==> src/rtl/aperture_xlate.sv <==
module aperture_xlate #(
  parameter int AW    = 32,
  parameter int SLOTS = 8,
  parameter int PG    = 12,
  parameter int SZW   = 12
) (
  input  logic          clk,
  input  logic          rst_n,
  input  logic          cfg_wr,
  input  logic [1:0]    cfg_sel,
  input  logic [AW-1:0] cfg_wdata,
  output logic          cfg_ready,
  output logic          idle,
  input  logic          req_valid,
  input  logic [AW-1:0] req_addr,
  output logic          req_ready,
  output logic          rsp_valid,
  output logic [AW-1:0] rsp_addr,
  output logic          rsp_window_miss,
  output logic          rsp_range_fault,
  output logic          rsp_fault,
  output logic          mem_rd_req,
  output logic [AW-1:0] mem_rd_addr,
  input  logic          mem_rd_valid,
  input  logic [AW-1:0] mem_rd_data
);
  localparam int IDXW = AW - 4 - PG;
  localparam int PFNW = AW - PG;
  localparam int PW   = $clog2(SLOTS);
  localparam int NB   = AW / 8;

  logic [3:0]      ap_hi;
  logic [PFNW-1:0] tb_pfn;
  logic [SZW-1:0]  tb_size;
  logic            en;
  logic            busy;
  logic [PG-1:0]   pend_off;
  logic [IDXW-1:0] pend_idx;

  logic [SLOTS-1:0] slot_v;
  logic [IDXW-1:0]  slot_tag [SLOTS];
  logic [PFNW-1:0]  slot_pfn [SLOTS];
  logic [PW-1:0]    rr;

  assign idle       = !busy;
  assign cfg_ready  = !busy;
  assign req_ready  = !busy;
  assign mem_rd_req = busy;

  wire [IDXW-1:0] idx    = req_addr[AW-5:PG];
  wire            in_win = en && (req_addr[AW-1 -: 4] == ap_hi);
  wire            out_rng = idx >= {{(IDXW-SZW){1'b0}}, tb_size};
  wire            accept = req_valid && !busy;
  wire            flush  = cfg_wr && !busy && (cfg_sel == 2'd2) &&
                           (cfg_wdata[0] || cfg_wdata[16]);

  logic            hit;
  logic [PFNW-1:0] hit_pfn;
  always_comb begin
    hit = 1'b0;
    hit_pfn = '0;
    for (int s = 0; s < SLOTS; s++) begin
      if (slot_v[s] && slot_tag[s] == idx) begin
        hit = 1'b1;
        hit_pfn = hit_pfn | slot_pfn[s];
      end
    end
  end

  logic [AW-1:0] ent;
  for (genvar b = 0; b < NB; b++) begin : g_swap
    assign ent[8*b +: 8] = mem_rd_data[AW-8-8*b +: 8];
  end

  always_ff @(posedge clk or negedge rst_n) begin
    if (!rst_n) begin
      ap_hi   <= '0;
      tb_pfn  <= '0;
      tb_size <= '0;
      en      <= 1'b0;
    end else if (cfg_wr && !busy) begin
      case (cfg_sel)
        2'd0: ap_hi <= cfg_wdata[AW-1 -: 4];
        2'd1: begin
          tb_pfn  <= cfg_wdata[AW-1:PG];
          tb_size <= cfg_wdata[SZW-1:0];
        end
        2'd2: en <= cfg_wdata[8];
        default: ;
      endcase
    end
  end

  always_ff @(posedge clk or negedge rst_n) begin
    if (!rst_n) begin
      slot_v <= '0;
      rr     <= '0;
      for (int s = 0; s < SLOTS; s++) begin
        slot_tag[s] <= '0;
        slot_pfn[s] <= '0;
      end
    end else if (flush) begin
      slot_v <= '0;
    end else if (busy && mem_rd_valid && ent[0]) begin
      slot_v[rr]   <= 1'b1;
      slot_tag[rr] <= pend_idx;
      slot_pfn[rr] <= ent[AW-1:PG];
      rr           <= rr + 1'b1;
    end
  end

  always_ff @(posedge clk or negedge rst_n) begin
    if (!rst_n) begin
      busy            <= 1'b0;
      pend_off        <= '0;
      pend_idx        <= '0;
      mem_rd_addr     <= '0;
      rsp_valid       <= 1'b0;
      rsp_addr        <= '0;
      rsp_window_miss <= 1'b0;
      rsp_range_fault <= 1'b0;
      rsp_fault       <= 1'b0;
    end else begin
      rsp_valid       <= 1'b0;
      rsp_window_miss <= 1'b0;
      rsp_range_fault <= 1'b0;
      rsp_fault       <= 1'b0;
      if (busy) begin
        if (mem_rd_valid) begin
          busy      <= 1'b0;
          rsp_valid <= 1'b1;
          if (ent[0]) begin
            rsp_addr <= {ent[AW-1:PG], pend_off};
          end else begin
            rsp_addr  <= '0;
            rsp_fault <= 1'b1;
          end
        end
      end else if (accept) begin
        if (!in_win) begin
          rsp_valid       <= 1'b1;
          rsp_addr        <= req_addr;
          rsp_window_miss <= 1'b1;
        end else if (out_rng) begin
          rsp_valid       <= 1'b1;
          rsp_addr        <= '0;
          rsp_range_fault <= 1'b1;
        end else if (hit) begin
          rsp_valid <= 1'b1;
          rsp_addr  <= {hit_pfn, req_addr[PG-1:0]};
        end else begin
          busy        <= 1'b1;
          pend_off    <= req_addr[PG-1:0];
          pend_idx    <= idx;
          mem_rd_addr <= {tb_pfn, {PG{1'b0}}} + AW'({idx, 2'b00});
        end
      end
    end
  end
endmodule


==> config.mk <==
export PLATFORM = sky130hd
export DESIGN_NAME = aperture_xlate
export DESIGN_NICKNAME = d
export VERILOG_FILES = /design/src/rtl/aperture_xlate.sv
export SDC_FILE = /design/constraint.sdc
export NUM_CORES = 1
export LEC_CHECK = 0
export ABC_AREA = 1
export BUFFER_PORTS_ARGS = -buffer_cell sky130_fd_sc_hd__buf_2
export CORE_AREA = 2 2 265 267
export DETAILED_ROUTE_END_ITERATION = 6
export DIE_AREA = 0 0 267 269
export GPL_TIMING_DRIVEN = 0
export PLACE_DENSITY_LB_ADDON = 0.12
export RECOVER_POWER = 25
export SYNTH_ARGS = -nofsm -noshare
export SYNTH_HDL_FRONTEND = slang
export SYNTH_SLANG_ARGS = --single-unit
==> constraint.sdc <==
create_clock -name clk -period 5.47 [get_ports clk]
set_input_delay 0 -clock clk [delete_from_list [all_inputs] [get_ports clk]]
set_output_delay 0 -clock clk [all_outputs]
set_load 0.01 [all_outputs]
======== After elaboration in Yosys (flattened, before gate mapping) ========
Cells that the tools add are included.
cells by class
  order comparisons ....................... 5
  mux-type cells .......................... 55
  reduce and logical (&&, ||, !) cells .... 28
  bitwise operators ....................... 13
  eq/ne operators ......................... 13
  $add $sub $neg .......................... 2
operators with widths
  operator                                                    number
  2-to-1 mux 32 bit                                           7
  2-to-1 mux 20 bit                                           9
  bitwise mux 160 bit                                         1
  bitwise OR 20 bit                                           7
  bitwise mux 128 bit                                         1
  equality test 16 bit                                        8
  demux 20 bit (select 3 bit)                                 1
  demux 16 bit (select 3 bit)                                 1
  adder 32 x 18 -> 32 bit                                     1
  2-to-1 mux 1 bit                                            31
  logical AND 1 bit                                           17
  greater-or-equal comparator 16 x 12 -> 1 bit                1
  2-to-1 mux 16 bit                                           1
  2-to-1 mux 8 bit                                            2
  bitwise OR 8 bit                                            1
  AND reduction 2 bit                                         4
  AND reduction 5 bit                                         1
  equality test 4 bit                                         1
  greater-or-equal comparator 4 bit, second input constant    1
  less-than comparator 3 x 4 -> 1 bit, second input constant  1
  less-than comparator 4 x 1 -> 1 bit, second input constant  1
  inequality test 4 x 2 -> 1 bit, second input constant       1
  NOT 1 bit                                                   4
  NOT 3 -> 4 bit                                              1
  11 further kinds                                            12
word-level totals
  bits of input ports ..................... 103
  output and inout bits ................... 72
  register bits after elaboration ......... 433
  word-level logic and storage cells ...... 147

======== Logic depth before layout (Yosys ltp) ========
Gate-level depths: netlist of run 1.
  depth after elaboration ................. 22
  mapped depth ............................ 18
  gate-level depth less buffers ........... 16

======== Worst setup path after synthesis of run 1 ========
Ideal clock, no wire load.
  path kind ............................... reg-to-reg
  start point ............................. register tb_size[1]
  end point ............................... register rsp_addr[10]
  cell stages (with the launch flop) ...... 15
  setup time .............................. 66 ps
  required time ........................... 5404 ps
  path slack .............................. 3391 ps
  period minus slack after synthesis ...... 2079 ps
  buffers on the path ..................... 1
  data arrival time ....................... 2013 ps
  path through ............................ dfrtp_1 -> inv_1 -> ha_1 -> a21oi_1 -> nor2_1 -> o21ai_0 -> nand2_1 -> nand2_1 -> nand3_1 -> inv_1 -> nand4_1 -> nand2_2 -> clkbuf_1 -> nand3_1 -> nand2_1
on the way
  word-level cells in the longest chain between the ends .. 5
  elaborated cells on any way between the ends .. 7
  those cells by class .................... 1 x order compare; 1 x eq/ne; 4 x mux; 1 x reduce/logical
ends and longest elaborated chain
  item                                              line  text
  start, declared                                   34    logic [SZW-1:0] tb_size;
  start signal, assigned                            86    tb_size <= cfg_wdata[SZW-1:0];
  greater-or-equal comparator 16 x 12 -> 1 bit (*)  52    wire out_rng = idx >= {{(IDXW-SZW){1'b0}}, tb_size};
  2-to-1 mux 32 bit                                 144   end else if (out_rng) begin
  2-to-1 mux 32 bit                                 140   if (!in_win) begin
  2-to-1 mux 32 bit                                 139   end else if (accept) begin
  2-to-1 mux 32 bit                                 128   if (busy) begin
  end signal, assigned                              133   rsp_addr <= {ent[AW-1:PG], pend_off};
  end signal, assigned                              142   rsp_addr <= req_addr;
  end signal, assigned                              150   rsp_addr <= {hit_pfn, req_addr[PG-1:0]};
  end, declared                                     18    output logic [AW-1:0] rsp_addr,
Every way passes the cells marked *; elsewhere a longest branch is shown, timed or not. The select of a mux whose other input is x is not followed.
A chain may end at the register's enable or synchronous reset.

======== Final worst setup path of run 1 ========
  start point ............................. register slot_tag[124] (netlist name)
  end point ............................... register rsp_addr[30]
on the way
  word-level cells in the longest chain between the ends .. 22
  elaborated cells on any way between the ends .. 32
  those cells by class .................... 2 x eq/ne; 21 x mux; 7 x bitwise; 2 x reduce/logical
ends and longest elaborated chain
  item                             line  text
  start, declared                  41    logic [IDXW-1:0] slot_tag [SLOTS];
  start signal, assigned by index  106   slot_tag[rr] <= pend_idx;
  equality test 16 bit (*)         63    if (slot_v[s] && slot_tag[s] == idx) begin
  logical AND 1 bit (*)            63
  2-to-1 mux 20 bit                63
  bitwise OR 20 bit                65    hit_pfn = hit_pfn | slot_pfn[s];
  2-to-1 mux 20 bit                63
  bitwise OR 20 bit                65
  2-to-1 mux 20 bit                63
  bitwise OR 20 bit                65
  [... 6 more ...]                 n/a
  2-to-1 mux 20 bit                63
  bitwise OR 20 bit                65
  2-to-1 mux 20 bit                63
  2-to-1 mux 32 bit                148   end else if (hit) begin
  2-to-1 mux 32 bit                144
  2-to-1 mux 32 bit                140
  2-to-1 mux 32 bit                139
  2-to-1 mux 32 bit                128
Marked as above.

==> results.cfg, run 1 <==
[setup_path]
crit_path_cell_trace = xnor2_1, nand3_1, nor2_1, clkbuf_1, nand4_1, nand2_1, nor2_1, nand3_1, nand3_1, nand2_1, dlygate4sd3_1, nand2_1, nand2_1
crit_slowest_cell = nor2_1
crit_family = simple AND/OR/NAND/NOR gates
startpoint_type = flop
r2r_cells = 13
cp_max_fo = 10
path_depth = 13
path_class = reg2reg
crit_top_cell = nand2_1
path_buf_inv = 2
worst_ep_required_time_ns = 6.02
crit_arrival_ns = 4.17
critPathMaxStageDelay_ns = 0.85
end_kind = flop

[global_route]
grt_max_degree = 116
grtUsageTotal_pct = 26.29
antenna_found_initial = 3
grt_pass1_vias = 20720
grt_pass1_wl_um = 137800
overflow = 0

[layout]
fin_util_pct = 37.97
final-seq-area_mm2 = 0.01054
final_layout_size_suffix_gt1_share_pct = 9.702
fill_cells = 7347
fin_cells = 4168
syn2layout_area_growth_pct = 20.50
nNetsFinal = 3312
multi_input_area_mm2 = 0.009462

[clock_tree]
cts.path.max_buffers = 3
numCtsBuffers = 51
clk_pin_slew_worst_paths_ns = 0.06
cts_root_buffer = clkbuf_16
cts_setup_buffers = 0
cts.sink_count = 421
cts_tree = built
htree_levels = 2
clk_latency_ns = 0.62

[timing]
setup-tns-final_ns = 0
min_period_ns = 3.625
final-setup-viol-count = 0
worst_slack_ns = 1.845
maxSlewHeadroom_pct = -85.92
fin_crit_sh_pct = 66.27
rsz0062_at_grt = no
worst_pin_slew_ns = 2.789
clock_skew_ns = 0.02408
finalHoldViolCount = 0
drv_slew = 95
fmax_ghz = 0.2759

[die]
ios = 175
dieArea_mm2 = 0.07182
initial_utilization_pct = 31.51
die_x_um = 267
core_area_mm2 = 0.06930
num_rows = 97
die_h_um = 269

[hold_path]
hold_class = in2reg
min_path_cells = 4

[synth]
ys_types = 46
postSynthCellCount = 2886
synth_top_family_by_area = simple AND/OR/NAND/NOR gates
yosysWarnings = 0
synth_seq_cells = 421
ys_async_sr_fraction_pct = 100.0
syn-cell-area_mm2 = 0.02183
synth_compound_area_share_pct = 9.845
synth_edf_count = 0
seq_area_frac_synth_pct = 48.25
synthSimpleGateAreaFrac_pct = 30.20
syn_area_per_cell_um2 = 7.566
synthMuxAreaShare_pct = 0.3094
synth-adder-area-share_pct = 1.180
synth_flop_cell = dfrtp_1
synth-xor-area-share_pct = 1.765

[detailed_routing]
wl_per_cell_um = 22.60
wl_um = 94200
route.detailed.drc = 0
antenna_left = 0
avgViaCountPerCell = 5.087
dr_total_vias = 21201
first_pass_iters = 6
drt_iter0_markers = 1974

[pwr]
p_per_area_mw_per_mm2 = 288.4
ir_worst_vdd_uv = 210.0
p_leak_nw = 12.56

[place]
io_buffers = 161
dp_hpwl_um = 67300
place.gp.congestion = 0.9275
dpl.cell_count = 3991
pre_cts_slack_ns = 2.150

[status]
violations = max-capacitance violations, max-slew violations
status = complete, but fails checks

[run]
drv_cap = 1
[cells in the final DEF (no fill, tap or decap), types with 16 or more instances in the layout]
| master | count |
|---|---|
| nor3_1 | 16 |
| a21oi_1 | 39 |
| nand4_1 | 147 |
| dlygate4sd3_1 | 85 |
| o21ai_0 | 340 |
| o21ai_1 | 21 |
| inv_1 | 267 |
| xnor2_1 | 22 |
| dfrtp_1 | 421 |
| xor2_1 | 22 |
| buf_4 | 32 |
| ha_1 | 19 |
| nand2_1 | 960 |
| clkbuf_1 | 170 |
| clkbuf_16 | 52 |
| nor2_1 | 238 |
| nand3_1 | 119 |
| buf_2 | 118 |
[routing by layer]
metal | GRT usage, % | routed length [µm] | vias to the layer above
met5 | 0 | 23 | -
met4 | 9.262 | 3482 | 4
met3 | 4.411 | 6504 | 183
met2 | 42.51 | 43360 | 798
met1 | 35.58 | 40830 | 10360
li1 | - | - | 9856
[cells by family after synthesis]
| family | count (synthesis) |
|---|---|
| other cells | 1 |
| buf+inv | 438 |
| flops | 421 |
| fa+ha+maj | 20 |
| simple gates | 1538 |
| xor+xnor | 44 |
| mux | 6 |
| compound gates | 418 |
[power breakdown]
part           total (mW)  internal (mW)  switching (mW)
Clock                3.37           1.94            1.43
Combinational       0.910          0.297           0.613
Sequential           3.31           3.23          0.0796
[synthesized netlist by cell type (all sizes together) (5+ instances only)]
cell type / number / area, µm²
ha: 19 / 237.7
a21oi: 39 / 195.2
xor2: 22 / 192.7
inv: 282 / 1059
nand2: 973 / 3690
nor2: 255 / 1054
nand3b: 5 / 37.54
clkbuf: 98 / 367.9
xnor2: 22 / 192.7
o21ai: 371 / 1894
dfrtp: 421 / 10540
nand4: 147 / 919.6
nand3: 127 / 698.2
buf: 57 / 411.6
nor3: 17 / 90.09
mux2: 6 / 67.56
or2: 8 / 50.05
[worst reg2reg max path, stage by stage (launching register included)]
cell           delay, ns
dfrtp_1             0.43
xnor2_1             0.25
nand3_1             0.09
nor2_1              0.85
clkbuf_1            0.60
nand4_1             0.16
nand2_1             0.10
nor2_1              0.06
nand3_1             0.15
nand3_1             0.10
nand2_1             0.09
dlygate4sd3_1       0.56
nand2_1             0.05
nand2_1             0.05
[area by class of cell]
class | instances | area share, %
inverter | 283 | 4.037
clock inverter | 7 | 0.2045
sequential | 421 | 40.04
tap | 940 | 4.470
antenna | 2 | 0.01902
multi-input combinational | 2028 | 35.96
timing repair buffer | 249 | 6.344
clock buffer | 83 | 5.959
buffer | 155 | 2.963
[final timing paths]
path / to / from / slack [ns]
max in group asynchronous: tb_pfn[5] / rst_n / 3.00
min: pend_idx[0] / req_addr[12] / 0.05
max: rsp_addr[30] / slot_tag[124] / 1.85
min in group asynchronous: slot_pfn[26] / rst_n / 0.81
min reg2reg: slot_pfn[90] / slot_pfn[90] / 0.48
max reg2reg: rsp_addr[30] / slot_tag[124] / 1.85
[stage by stage]
step                      hold WS (ns)  total power [mW]  cell area [µm²]
final                          0.04623             7.588            26310
after CTS                     0.009931             7.665            26390
after floorplan                -0.2956             3.793            21840
after detailed placement        0.1130             4.221            23910
after global placement          0.2236             4.206            23820
after global routing           0.05324             7.900            26310
[sequential cells by signal, indices dropped and copies added (netlist names), 3 cells and up]
| name | cells |
|---|---|
| slot_pfn | 160 |
| tb_size | 12 |
| mem_rd_addr | 20 |
| pend_idx | 16 |
| slot_v | 8 |
| rsp_addr | 32 |
| ap_hi | 4 |
| slot_tag | 128 |
| rr | 3 |
| tb_pfn | 20 |
| pend_off | 12 |
[timing repair]
action / CTS / global route
resized for setup: 0 / 0
hold buffers: 85 / 0
hold endpoints to repair: 347 / 0
Note: power is estimated with default switching activity, not from simulation.
==> run 2, diff against run 1 <==
--- a/config.mk
+++ b/config.mk
@@ -5,11 +5,11 @@
 export SDC_FILE = /design/constraint.sdc
 export NUM_CORES = 1
 export LEC_CHECK = 0
-export ABC_AREA = 1
+export ABC_AREA = 0
 export BUFFER_PORTS_ARGS = -buffer_cell sky130_fd_sc_hd__buf_2
-export CORE_AREA = 2 2 265 267
+export CORE_AREA = 2 2 251 253
 export DETAILED_ROUTE_END_ITERATION = 6
-export DIE_AREA = 0 0 267 269
+export DIE_AREA = 0 0 253 255
 export GPL_TIMING_DRIVEN = 0
 export PLACE_DENSITY_LB_ADDON = 0.12
 export RECOVER_POWER = 25
==> constraint.sdc (replaced) <==
create_clock -name clk -period 3.1 [get_ports clk]
set_input_delay 0 -clock clk [delete_from_list [all_inputs] [get_ports clk]]
set_output_delay 0 -clock clk [all_outputs]
set_load 0.01 [all_outputs]
==> results.cfg, run 2 <==
[setup_path]
r2r_end = rsp_addr[12]
path_class = reg2reg
cp_max_fo = 10
r2r_start = slot_tag[27]
startpoint_type = flop
r2r_cells = 11
worst_ep_required_time_ns = 3.63
r2r_slack_ns = 0.06
end_kind = flop
crit_arrival_ns = 3.57

[pwr]
p_per_area_mw_per_mm2 = 531.1
seqPwrFrac_pct = 44.6
combPwrFrac_pct = 9.7
power.total_mw = 13.04
p_leak_nw = 11.69
ir_worst_vdd_uv = 362.1
swShare_pct = 25.17
switchingPower_mw = 3.282
pwr-share-clk_pct = 45.7
power.internal_mw = 9.757

[clock_tree]
numCtsBuffers = 50
htree_levels = 2
cts.sink_count = 421
cts_root_buffer = clkbuf_16
cts.path.max_buffers = 3
clk_pin_slew_worst_paths_ns = 0.06
clk_latency_ns = 0.61
cts_tree = built

[detailed_routing]
first_pass_iters = 5
antenna_left = 0
drt_iter0_markers = 906
wl_um = 64000
route.detailed.drc = 0
avgViaCountPerCell = 5.132
dr_total_vias = 13917
wl_per_cell_um = 23.60

[global_route]
overflow = 0
grt_pass1_vias = 14437
grtUsageTotal_pct = 19.97
grt_pass1_wl_um = 95390
grt_max_degree = 106
antenna_found_initial = 3

[run]
drv_cap = 0

[die]
die_x_um = 253
initial_utilization_pct = 31.63
dieArea_mm2 = 0.06452
num_rows = 92
core_area_mm2 = 0.06216
ios = 175
die_h_um = 255

[synth]
postSynthCellCount = 1559
synth_edf_count = 0
netlist.area_leader.share_pct = 53.58
syn-cell-area_mm2 = 0.01966
yosys-top-cells-area = dfrtp_1 (54%), mux2_2 (20%), xor2_1 (3.6%)
synth_seq_cells = 421
seq_area_frac_synth_pct = 53.58
yosysWarnings = 0
ys_async_sr_fraction_pct = 100.0
synthTopCellsByCount = dfrtp_1 (421), mux2_2 (350), nand2_1 (103), xor2_1 (80), xnor2_1 (73)
yosys.cell_count.top_type = dfrtp_1
syn_area_per_cell_um2 = 12.61
synth_flop_cell = dfrtp_1
ys_types = 53
synth_top_cell_by_area = dfrtp_1

[layout]
nNetsFinal = 1998
largest_reg_flops = 160
final_common_cell = dfrtp_1
fin_cells = 2712
reg_top3 = slot_pfn (160), slot_tag (128), rsp_addr (32)
n_antenna_cell = 0
final_layout_size_suffix_gt1_share_pct = 35.65
syn2layout_area_growth_pct = 24.86
regMostFlops = slot_pfn
final_cell_mix = dfrtp_1 (420), mux2_2 (350), buf_2 (132), nand2_1 (103), clkbuf_1 (90)

[status]
violations = negative hold slack, max-slew violations
status = complete, but fails checks

[timing]
drv_slew = 62
worst_pin_slew_ns = 1.516
finalHoldViolCount = 5
min_period_ns = 3.039
fin_crit_sh_pct = 98.02
clock_skew_ns = 0.02719
fmax_ghz = 0.3291
final-setup-viol-count = 0
maxSlewHeadroom_pct = -1.062
whs_ns = -0.01030

[hold_path]
hold_class = in2async

[place]
place.gp.congestion = 0.8176
dpl.cell_count = 2534
dp_hpwl_um = 43090
io_buffers = 161
run 2: changes by cell type after synthesis, sizes merged, moves of 27 or more:
cell / previous run / this run
nand2: 973 / 103
a21o: 1 / 28
o21ai: 371 / 53
mux2: 6 / 354
nor2: 255 / 20
inv: 282 / 28
nand4: 147 / 12
nand3: 127 / 17
xnor2: 22 / 73
clkbuf: 98 / 60
xor2: 22 / 80
a22oi: 0 / 53
nor4: 2 / 29
run 2: kinds of logic after synthesis:
kind of cell             after synthesis  synth area share [%]
AO/OA/AOI/OAI                        210                 7.502
XOR/XNOR                             153                 6.815
adder cells (fa/ha/maj)               20                 1.311
buffers and inverters                125                 2.876
flip-flops                           421                 53.58
multiplexers                         355                 20.40
other                                  1               0.01907
AND/OR/NAND/NOR                      274                 7.496
run 2: layout make-up:
cell class,count,area [µm²]
timing repair buffer,266,1817
fill,6053,37610
inverter,28,105.1
clock inverter,13,163.9
clock buffer,77,1494
multi-input combinational,1014,8882
sequential,421,10540
buffer,94,553.0
tap,799,999.7
run 2: worst max-delay path: stages, from the launching register on:
cell and delay, ns:
dfrtp_1 0.38, xor2_1 0.16, or4_1 0.51, or4b_4 0.51, nor4_4 0.14, buf_4 0.19
buf_4 0.15, buf_8 0.16, a22oi_1 0.10, and3_1 0.24, a221oi_4 0.31, a21o_1 0.12
run 2: what timing repair did:
item	4_1_cts	5_1_grt
cloned	0	0
hold endpoints to repair	334	0
setup buffers	10	2
pin swaps	5	6
gates resized for setup	60	42
hold buffers	79	0
endpoints found under the setup margin	241	96
run 2: per-layer routing:
layer | track usage (%) | vias up | share of wire (%)
met5 | 0 | - | 0.011
met4 | 4.582 | 2 | 2.3
met3 | 3.376 | 90 | 5.1
met2 | 33.05 | 350 | 47
met1 | 27.40 | 7195 | 46
li1 | - | 6280 | -
run 2: worst max-delay path by stage:
| stage | cells past startpoint | slack (ns) | endpoint | startpoint |
|---|---|---|---|---|
| 4_1_cts | 11 | -0.06 | rsp_addr[19] | tb_size[11] |
| 6_report | 11 | 0.06 | rsp_addr[12] | slot_tag[27] |
| 3_3_place_gp | 1 | -6.88 | rsp_addr[4] | rst_n |
| 2_1_floorplan | 10 | 0.27 | pend_off[10] | slot_tag[20] |
| 5_1_grt | 11 | -0.01 | rsp_addr[12] | slot_tag[27] |
| 3_5_place_dp | 11 | -1.19 | rsp_addr[25] | req_addr[20] |
run 2: power by group through the flow:
| stage | clock [mW] | combinational [mW] | sequential [mW] |
|---|---|---|---|
| floorplan | 0 | 0.581 | 5.90 |
| global placement | 0 | 1.14 | 5.91 |
| detailed placement | 0 | 1.17 | 5.91 |
| CTS | 6.13 | 1.28 | 5.81 |
| global route | 6.36 | 1.40 | 5.84 |
| finish | 5.96 | 1.26 | 5.81 |
run 2: through the flow:
stage | setup TNS (ns) | setup slack [ns] | hold WS [ns] | area, µm² | util, %
final | 0 | 0.06146 | -0.01030 | 24550 | 39.50
after global routing | -0.009957 | -0.009892 | 0.04646 | 24550 | 39.50
after CTS | -0.4998 | -0.06027 | 0.01344 | 24480 | 39.38
after detailed placement | -171.53 | -1.187 | 0.07238 | 21750 | 34.99
after global placement | -3198.25 | -6.882 | 0.2056 | 21470 | 34.54
after floorplan | 0 | 0.2707 | -0.2956 | 19670 | -
==> run 3, diff against run 2 <==
--- a/config.mk
+++ b/config.mk
@@ -7,9 +7,9 @@
 export LEC_CHECK = 0
 export ABC_AREA = 0
 export BUFFER_PORTS_ARGS = -buffer_cell sky130_fd_sc_hd__buf_2
-export CORE_AREA = 2 2 251 253
+export CORE_AREA = 2 2 194 196
 export DETAILED_ROUTE_END_ITERATION = 6
-export DIE_AREA = 0 0 253 255
+export DIE_AREA = 0 0 196 198
 export GPL_TIMING_DRIVEN = 0
 export PLACE_DENSITY_LB_ADDON = 0.12
 export RECOVER_POWER = 25
==> results.cfg, run 3 (synthesized netlist as in run 2, its figures left out) <==
[place]
dp_hpwl_um = 37360
io_buffers = 161
placed_area_mm2 = 0.02131
place.gp.congestion = 0.8758

[global_route]
grt_pass1_vias = 14598
grt_max_degree = 100
antenna_found_initial = 2
grtUsageTotal_pct = 29.81
overflow = 0
grt_pass1_wl_um = 86780

[setup_path]
critPathMaxStageDelay_ns = 0.66
r2r_start = slot_tag[122]
crit_family = buffers and inverters
crit_arrival_ns = 3.57
path_class = in2reg
crit_slowest_cell = clkbuf_1
crit_path_cell_trace = dlygate4sd3_1, buf_2, buf_2, xnor2_1, nand4b_1, nor4b_1, and4_1, clkbuf_1, a222oi_1, a221oi_2, a21o_1
r2r_cells = 8
r2r_slack_ns = 0.08
worst_ep_required_time_ns = 3.61
end_kind = flop
startpoint_type = input port
r2r_end = rsp_addr[18]
crit_top_cell = buf_2
path_buf_inv = 4
cp_max_fo = 10

[layout]
final_cell_mix = dfrtp_1 (420), mux2_2 (350), buf_2 (120), nand2_1 (103), clkbuf_1 (101)
largest_reg_flops = 160
regMostFlops = slot_pfn
final_layout_size_suffix_gt1_share_pct = 34.66
fill_cells = 2862
reg_top3 = slot_pfn (160), slot_tag (128), rsp_addr (32)
syn2layout_area_growth_pct = 22.14
final_common_cell = dfrtp_1
nNetsFinal = 1994
final-seq-area_mm2 = 0.01054
post-route-cell-area_mm2 = 0.02402
multi_input_area_mm2 = 0.008867

[detailed_routing]
wl_per_cell_um = 23.87
top_layer = met4
wl_um = 56850
drt_iter0_markers = 1080
wl_met3_um = 4438
avgViaCountPerCell = 5.940
first_pass_iters = 6
route.detailed.drc = 0
dr_wl_met2_um = 26600
dr_total_vias = 14149
antenna_left = 0
met1_length_um = 24370

[timing]
clock_skew_ns = 0.01936
drv_slew = 76
min_period_ns = 3.056
final-setup-viol-count = 0
finalHoldViolCount = 0
whs_ns = 0.04373
maxSlewHeadroom_pct = -13.55
fmax_ghz = 0.3272
fin_crit_sh_pct = 98.60
worst_pin_slew_ns = 1.703
rsz0062_at_grt = yes

[pwr]
switchingPower_mw = 3.122
pwr-share-clk_pct = 45.1
p_per_area_mw_per_mm2 = 534.0
combPwrFrac_pct = 9.6
power.internal_mw = 9.703
seqPwrFrac_pct = 45.3
p_leak_nw = 11.56
swShare_pct = 24.34
ir_worst_vdd_uv = 506.2
power.total_mw = 12.83

[die]
ios = 175
initial_utilization_pct = 53.21
die_x_um = 196
dieArea_mm2 = 0.03881
num_rows = 71
core_area_mm2 = 0.03696
die_h_um = 198

[clock_tree]
cts_tree = built
clk_pin_slew_worst_paths_ns = 0.06
numCtsBuffers = 45
htree_levels = 2
cts.sink_count = 421
cts.path.max_buffers = 3
clk_latency_ns = 0.58
cts_root_buffer = clkbuf_16

[hold_path]
holdCritStartpoint = req_addr[27]
min_path_cells = 4
hold_class = in2reg
hold_end = mem_rd_addr[17]

[status]
violations = max-capacitance violations, max-slew violations
status = complete, but fails checks

[run]
drv_cap = 1
-- run 3: worst max path at each step --
| stage | start | end | cells past startpoint |
|---|---|---|---|
| 3_3_place_gp | rst_n | rsp_addr[19] | 1 |
| 6_report | req_addr[26] | rsp_addr[18] | 11 |
| 4_1_cts | tb_size[11] | pend_off[10] | 11 |
| 5_1_grt | req_addr[26] | rsp_addr[29] | 12 |
| 2_1_floorplan | slot_tag[20] | pend_off[10] | 10 |
| 3_5_place_dp | req_addr[20] | rsp_addr[26] | 11 |
-- run 3: worst min-delay path, delay by kind of cell --
kind	cells	cell delay, ns
XOR/XNOR	1	0.13
buffers and inverters	1	0.10
multiplexers	1	0.14
adder cells (fa/ha/maj)	1	0.20
-- run 3: power groups by stage --
stage                     clock network (mW)  registers, mW  logic [mW]
after floorplan                            0           5.90       0.581
after global placement                     0           5.90        1.08
after detailed placement                   0           5.90        1.12
after CTS                               5.86           5.81        1.25
after global routing                    6.08           5.83        1.37
final                                   5.78           5.81        1.24
-- run 3: metrics by stage --
stage	cells	setup TNS (ns)	worst slack, ns	util, %
2_1_floorplan	1560	0	0.2707	-
3_3_place_gp	2195	-2862.23	-6.301	57.00
3_5_place_dp	2207	-132.06	-0.9565	57.66
4_1_cts	2378	-0.3325	-0.07202	64.99
5_1_grt	2381	-0.2300	-0.03335	64.98
6_report	2382	0	0.04355	64.99
-- run 3: layout make-up --
cell class,instances,share of cell area (%)
buffer,92,2.199
timing repair buffer,269,7.497
sequential,421,43.87
inverter,28,0.4376
multi-input combinational,1014,36.92
tap,474,2.470
antenna,1,0.01042
clock buffer,64,5.413
clock inverter,19,1.177
-- run 3: timing repair --
action                                 in CTS  in global routing
gates resized for setup                    56                 44
buffers inserted                            9                  5
pin swaps                                   4                  8
hold buffers                               82                  0
endpoints found under the hold margin     576                  0
setup endpoints to repair                 242                158
-- run 3: per-layer routing --
metal  vias to the layer above  global-route usage, %
li1                       6242                      -
met1                      7284                  40.45
met2                       531                  48.46
met3                        92                  6.626
met4                         0                  8.530
met5                         -                      0
